## config.mk

```make
export PLATFORM = sky130hd
export DESIGN_NAME = plc_frame_decoder
export DESIGN_NICKNAME = d
export VERILOG_FILES = /design/src/rtl/plcdec_pkg.sv /design/src/rtl/plcdec_edge.sv /design/src/rtl/plcdec_interval.sv /design/src/rtl/plcdec_gapclass.sv /design/src/rtl/plc_frame_decoder.sv
export SDC_FILE = /design/constraint.sdc
export NUM_CORES = 1
export LEC_CHECK = 0
export BUFFER_PORTS_ARGS = -buffer_cell sky130_fd_sc_hd__buf_4
export CAP_MARGIN = 20
export CELL_PAD_IN_SITES_DETAIL_PLACEMENT = 1
export CELL_PAD_IN_SITES_GLOBAL_PLACEMENT = 2
export CORE_MARGIN = 2
export CORE_UTILIZATION = 40
export CTS_CLUSTER_SIZE = 25
export DETAILED_ROUTE_END_ITERATION = 12
export GPL_TIMING_DRIVEN = 0
export PLACE_DENSITY_LB_ADDON = 0.1
export SLEW_MARGIN = 20
export SYNTH_ARGS = -nofsm -noshare
export SYNTH_HDL_FRONTEND = slang
export SYNTH_SLANG_ARGS = --single-unit
```

## constraint.sdc

```tcl
create_clock -name clk -period 7.4 [get_ports clk]
set_input_delay 1.48 -clock clk [delete_from_list [all_inputs] [get_ports clk]]
set_output_delay 1.48 -clock clk [all_outputs]
set_load 0.01 [all_outputs]
```

## src/rtl/plcdec_pkg.sv

```systemverilog
package plcdec_pkg;

    localparam int HOUSE_W = 4;
    localparam int KEY_W   = 5;
    localparam int WORD_W  = HOUSE_W + KEY_W;

    typedef enum logic [1:0] {
        ST_IDLE  = 2'd0,
        ST_START = 2'd1,
        ST_DATA  = 2'd2
    } dec_state_e;

    typedef struct packed {
        logic err;
        logic local_tx;
    } rec_flags_t;

    typedef struct packed {
        rec_flags_t          flags;
        logic [HOUSE_W-1:0]  house;
        logic [KEY_W-1:0]    key;
    } rec_t;

    // Pattern to index for a 4-bit house field.
    function automatic logic [HOUSE_W-1:0] house_index(input logic [HOUSE_W-1:0] p);
        logic [2:0] hi;
        case (p[2:0])
            3'd0:    hi = 3'd6;
            3'd1:    hi = 3'd2;
            3'd2:    hi = 3'd1;
            3'd3:    hi = 3'd5;
            3'd4:    hi = 3'd7;
            3'd5:    hi = 3'd3;
            3'd6:    hi = 3'd0;
            default: hi = 3'd4;
        endcase
        return {hi, p[3]};
    endfunction

    // Pattern to index for a 5-bit key field.
    function automatic logic [KEY_W-1:0] key_index(input logic [KEY_W-1:0] p);
        if (p[0])
            return {1'b1, p[4:1]};
        return {1'b0, house_index(p[4:1])};
    endfunction

endpackage

```

## src/rtl/plcdec_edge.sv

```systemverilog
module plcdec_edge (
    input  logic clk,
    input  logic rst,
    input  logic rx_level,
    output logic rx_edge
);
    logic prev_q;

    always_ff @(posedge clk) begin
        if (rst) prev_q <= 1'b0;
        else     prev_q <= rx_level;
    end

    assign rx_edge = rx_level & ~prev_q;
endmodule

```

## src/rtl/plcdec_interval.sv

```systemverilog
module plcdec_interval #(
    parameter int CW    = 16,
    parameter int LIMIT = 50000
) (
    input  logic          clk,
    input  logic          rst,
    input  logic          tick,
    input  logic          restart_gap,
    input  logic          restart_quiet,
    output logic [CW-1:0] gap,
    output logic          expired
);
    localparam logic [CW-1:0] LIM = CW'(LIMIT);

    logic [CW-1:0] gap_q;
    logic [CW-1:0] quiet_q;

    // Both counters saturate at LIMIT; a restart counts the current tick.
    always_ff @(posedge clk) begin
        if (rst) begin
            gap_q   <= '0;
            quiet_q <= '0;
        end else begin
            if (restart_gap)             gap_q <= CW'(tick);
            else if (tick && gap_q < LIM) gap_q <= gap_q + 1'b1;

            if (restart_quiet)             quiet_q <= CW'(tick);
            else if (tick && quiet_q < LIM) quiet_q <= quiet_q + 1'b1;
        end
    end

    assign gap     = gap_q;
    assign expired = (quiet_q >= LIM);
endmodule

```

## src/rtl/plcdec_gapclass.sv

```systemverilog
module plcdec_gapclass #(
    parameter int CW      = 16,
    parameter int HALF    = 8333,
    parameter int TOL     = 1388,
    parameter int MIN_GAP = 1500,
    parameter int NWIN    = 3
) (
    input  logic [CW-1:0]   gap,
    output logic [NWIN-1:0] near,
    output logic            too_soon
);
    generate
        for (genvar k = 1; k <= NWIN; k++) begin : g_win
            localparam int LO = k * HALF - TOL;
            localparam int HI = k * HALF + TOL;
            assign near[k-1] = (int'(gap) > LO) && (int'(gap) < HI);
        end
    endgenerate

    assign too_soon = int'(gap) < MIN_GAP;
endmodule

```

## src/rtl/plc_frame_decoder.sv

```systemverilog
module plc_frame_decoder
    import plcdec_pkg::*;
#(
    parameter int HALF_US    = 8333,
    parameter int MIN_GAP_US = 1500,
    parameter int SILENCE_US = 50000
) (
    input  logic                clk,
    input  logic                rst,
    input  logic                rx_pulse,
    input  logic                us_tick,
    input  logic                tx_busy,
    output logic                rec_valid,
    output logic [1:0]          rec_flags,
    output logic [HOUSE_W-1:0]  rec_house,
    output logic [KEY_W-1:0]    rec_key
);
    localparam int TOL_US = HALF_US / 6;
    localparam int CW     = $clog2(SILENCE_US + 1);
    localparam int NBW    = $clog2(WORD_W);
    localparam logic [NBW-1:0] LAST_BIT = NBW'(WORD_W - 1);

    logic          rx_edge;
    logic [CW-1:0] gap;
    logic          expired;
    logic [2:0]    near;
    logic          too_soon;
    logic          accept;

    dec_state_e          state_q, state_d;
    logic                second_q, second_d;
    logic [WORD_W-1:0]   bits_q, bits_d;
    logic [NBW-1:0]      nbits_q, nbits_d;
    logic                last_q, last_d;
    logic                local_q, local_d;
    logic                emit;
    rec_t                emit_rec, rec_q, err_rec;
    logic                bit_val, bit_ok;
    logic [WORD_W-1:0]   word;
    logic                rec_valid_q;

    plcdec_edge u_edge (
        .clk      (clk),
        .rst      (rst),
        .rx_level (rx_pulse),
        .rx_edge  (rx_edge)
    );

    plcdec_interval #(.CW(CW), .LIMIT(SILENCE_US)) u_timer (
        .clk           (clk),
        .rst           (rst),
        .tick          (us_tick),
        .restart_gap   (accept),
        .restart_quiet (rx_edge),
        .gap           (gap),
        .expired       (expired)
    );

    plcdec_gapclass #(
        .CW(CW), .HALF(HALF_US), .TOL(TOL_US), .MIN_GAP(MIN_GAP_US), .NWIN(3)
    ) u_class (
        .gap      (gap),
        .near     (near),
        .too_soon (too_soon)
    );

    always_comb begin
        err_rec                = '0;
        err_rec.flags.err      = 1'b1;
        err_rec.flags.local_tx = local_q;
    end

    always_comb begin
        state_d  = state_q;
        second_d = second_q;
        bits_d   = bits_q;
        nbits_d  = nbits_q;
        last_d   = last_q;
        local_d  = local_q;
        accept   = 1'b0;
        emit     = 1'b0;
        emit_rec = '0;
        bit_val  = 1'b0;
        bit_ok   = 1'b0;
        word     = {bits_q[WORD_W-2:0], 1'b0};

        unique case (state_q)
            ST_IDLE: begin
                if (rx_edge) begin
                    accept   = 1'b1;
                    state_d  = ST_START;
                    second_d = 1'b0;
                    local_d  = tx_busy;
                end
            end
            ST_START: begin
                // A pulse takes priority over a coinciding silence expiry.
                if (rx_edge) begin
                    if (!too_soon) begin
                        if (near[0]) begin
                            accept = 1'b1;
                            if (second_q) begin
                                state_d = ST_DATA;
                                last_d  = 1'b1;
                                nbits_d = '0;
                                bits_d  = '0;
                            end else begin
                                second_d = 1'b1;
                            end
                        end else begin
                            emit     = 1'b1;
                            emit_rec = err_rec;
                            state_d  = ST_IDLE;
                        end
                    end
                end else if (expired) begin
                    state_d = ST_IDLE;
                    if (second_q) begin
                        emit     = 1'b1;
                        emit_rec = err_rec;
                    end
                end
            end
            ST_DATA: begin
                if (rx_edge) begin
                    if (!too_soon) begin
                        accept = 1'b1;
                        if (last_q) begin
                            bit_ok  = near[1] | near[2];
                            bit_val = near[1];
                        end else begin
                            bit_ok  = near[0] | near[1];
                            bit_val = near[0];
                        end
                        word = {bits_q[WORD_W-2:0], bit_val};
                        if (!bit_ok) begin
                            emit     = 1'b1;
                            emit_rec = err_rec;
                            state_d  = ST_IDLE;
                        end else begin
                            bits_d  = word;
                            last_d  = bit_val;
                            nbits_d = nbits_q + 1'b1;
                            if (nbits_q == LAST_BIT) begin
                                emit                    = 1'b1;
                                emit_rec.flags.err      = 1'b0;
                                emit_rec.flags.local_tx = local_q;
                                emit_rec.house = house_index(word[WORD_W-1:KEY_W]);
                                emit_rec.key   = key_index(word[KEY_W-1:0]);
                                state_d        = ST_IDLE;
                            end
                        end
                    end
                end else if (expired) begin
                    emit     = 1'b1;
                    emit_rec = err_rec;
                    state_d  = ST_IDLE;
                end
            end
            default: state_d = ST_IDLE;
        endcase
    end

    always_ff @(posedge clk) begin
        if (rst) begin
            state_q     <= ST_IDLE;
            second_q    <= 1'b0;
            bits_q      <= '0;
            nbits_q     <= '0;
            last_q      <= 1'b0;
            local_q     <= 1'b0;
            rec_valid_q <= 1'b0;
            rec_q       <= '0;
        end else begin
            state_q     <= state_d;
            second_q    <= second_d;
            bits_q      <= bits_d;
            nbits_q     <= nbits_d;
            last_q      <= last_d;
            local_q     <= local_d;
            rec_valid_q <= emit;
            if (emit) rec_q <= emit_rec;
        end
    end

    assign rec_valid = rec_valid_q;
    assign rec_flags = rec_q.flags;
    assign rec_house = rec_q.house;
    assign rec_key   = rec_q.key;
endmodule

```

==> metrics.txt <==
Critical Path Slowest Stage Cell o21ai_1; final setup vio count 0; nets 483; Switching Share 24.17%; CP startpoint rx_pulse; Post-CTS Hold Fix Bufs 0; DRT iter0 DRCs 166; Final period util 41.65%; Final ANT Viol Nets 0; pwr dens 166.4 nW/um^2; Cell Chain, Critical Path buf_4, nor2b_1, buf_2, nand2b_1, o21ai_1, clkbuf_1, nor2_1; max cap viols 0; commonest cells in the netlist 62 x dfxtp_1, 50 x nor2_1, 40 x nand2_1; post-synthesis cell area 3722 sq um; Max VDD drop 0.00009204 V; Syn Area/Cell 8.498 sq um; Comb pwr share 5.5%; vias 3333; first-pass GRT wire length 17310 microns; CTS HTree Levels 3; full die area 10090 sq um; synth top area cells dfxtp_1 33%, nor2_1 5.0%, ha_1 4.4%; drt drc 0; Synth Instances 438; ys async rst share 0%; Synth cell types 67; unrepaired setup endpoints after global routing false; vias per cell 5.747; clock sinks 62; Yosys top cell area share 33.34%; Buffers on Ports 16; Placed Cells 565; CTS buffer count 9; Total Power 698.3 uW; mux contribution to synthesized area 3.328%; Final Max Slew Viols 0; leakage 1.478 nW; post-synthesis sequential area ratio 33.34%; grt total ovfl 0; Non-Filler Instances 580; final WL 10240 microns; Highest Clock Rate 324.5 MHz; initial core utilization 40.67%; CP Launch Type primary input; Synth Area in Simple Gates 27.19%; Rel. slew slack 41.10%; dominant cell type by area after synthesis dfxtp_1; # rows 35; CTS tree done; DP HPWL 7432 microns; Sequential Power Share 48.9%; Layout area overhead 12.71%; most frequent cell after synthesis dfxtp_1; Core Util, Final 45.84%; largest net degree at the start of global routing 11; Worst Hold Class reg -> reg; Crit Path Max Fanout 10; Post-synth EDFFs 0; worst endpoint required time 7.61 ns; Crit path largest cell delay 0.45 ns; antenna violations before repair 0; Resize count post-CTS 0; post-CTS setup buffers 0; Wirelength per Cell 17.65 microns; Die X 100.5 microns; worst path arrival time 3.29 ns; layout cells sized above 1 15.57%; total track usage 21.89%; vias in the first global route 3414; worst r2r src u_timer.gap[5]$_SDFFE_PP0P_; IO Pins 17; Clk network pwr share 45.6%; CTS Buffer Depth 2; Reg clk slew, reported paths 0.07 ns; Adder-Cell Fraction of Synth Area 4.370%; final hold vios 0; status finished, final reports clean; synthesized net count 456; Synth Warn # 0; Least-Margin Pin Slew 0.8720 ns; CP Class in -> reg; setup TNS 0 ns; Max Clock Skew 0.009237 ns; GP Congestion 0.8691; CTS root buffer clkbuf_8; main combinational cell family by area after synthesis simple AND/OR/NAND/NOR gates; Skew-Pair Late Insertion Delay 0.35 ns; Post-synth top flop dfxtp_1; Int Power 529.5 uW; Net Sw Power 168.8 uW; compound-cell area share of the yosys netlist 18.72%; DRT Pass-1 Iters 4; Die Ht 100.5 microns; register bit total from synthesis 62; Tmin final 3.082 ns; core area 9153 sq um; n_diodes 0; crit end category flop; Hold Crit Start bits_q[7]$_SDFFE_PP0P_; post-synthesis xor/xnor area fraction 7.059%
-- worst max-delay path: cells and delay by family --
| kind | cells | cell delay (ns) |
|---|---|---|
| AOI/OAI and AO/OA | 1 | 0.45 |
| buffers and inverters | 3 | 0.82 |
| and+or+nand+nor | 3 | 0.54 |
-- sequential cells by signal (all words and copies together), names as in the netlist --
signal	count
local_q	1
u_timer.gap	16
state_q	2
second_q	1
u_edge.prev_q	1
rec_house	4
rec_valid	1
bits_q	8
nbits_q	4
rec_key	5
u_timer.quiet_q	16
rec_flags	2
last_q	1
-- power by group through the flow --
stage          Combinational, mW  Clock [mW]  Sequential, mW
2_1_floorplan             0.0260           0           0.347
4_1_cts                   0.0388       0.329           0.341
3_5_place_dp              0.0387           0           0.349
3_3_place_gp              0.0381           0           0.348
6_report                  0.0385       0.319           0.341
5_1_grt                   0.0442       0.346           0.341
-- stage by stage --
stage,setup WS (ns),cell area (sq um),hold slack [ns]
after floorplan,4.451,3722,0.4352
after global placement,3.919,3981,0.4504
after detailed placement,3.889,3988,0.4547
after CTS,4.255,4195,0.4696
after global routing,4.073,4195,0.4968
final,4.318,4195,0.4651
-- per-layer routing --
layer / vias up / global-route usage [%] / part of all wire, %
met5: - / 0 / 0
met4: 0 / 8.430 / 1.7
met3: 13 / 4.022 / 2.3
met2: 45 / 35.05 / 47
met1: 1631 / 29.29 / 49
li1: 1644 / - / -
-- cell type report --
type                    instances  area, sq um
plain buffers                  26        143.9
clock buffers                  12        165.2
clock inverters                 3        42.54
fillers                      1124         4957
inverters                      21        78.83
multi-input cells             329         2265
flip-flops and latches         62         1241
well taps                     111        138.9
repair buffers                 16        120.1
-- layout by cell type, fill, tap and decap left out, types with 6 or more instances in the layout --
cell type,n
mux2i_1,9
dfxtp_1,62
buf_4,16
nor3_1,11
buf_2,13
ha_1,13
nor4_1,7
inv_1,21
nor2b_1,6
clkbuf_8,12
o21ai_0,11
xor2_1,14
nand4_1,13
nor2_1,50
a31o_2,6
xnor2_1,16
a31oi_1,8
nand2_1,40
nand3_1,18
a21oi_1,11
a211oi_1,8
clkbuf_1,7
-- path summary, 6_finish.rpt --
| path | endpoint | slack [ns] | cells past startpoint |
|---|---|---|---|
| setup / recovery | u_timer.gap[13]$_SDFFE_PP0P_ | 4.32 | 7 |
| hold / removal | bits_q[7]$_SDFFE_PP0P_ | 0.47 | 2 |
| setup reg to reg | bits_q[6]$_SDFFE_PP0P_ | 4.44 | 8 |
| hold reg to reg | bits_q[7]$_SDFFE_PP0P_ | 0.47 | 2 |
-- cells by family after synthesis --
group | after synthesis
AND/OR/NAND/NOR | 191
AO/OA/AOI/OAI | 83
flip-flops | 62
buffers and inverters | 47
XOR/XNOR | 30
adder cells (fa/ha/maj) | 13
multiplexers | 12
No activity file was read; power rests on OpenSTA's default activity.
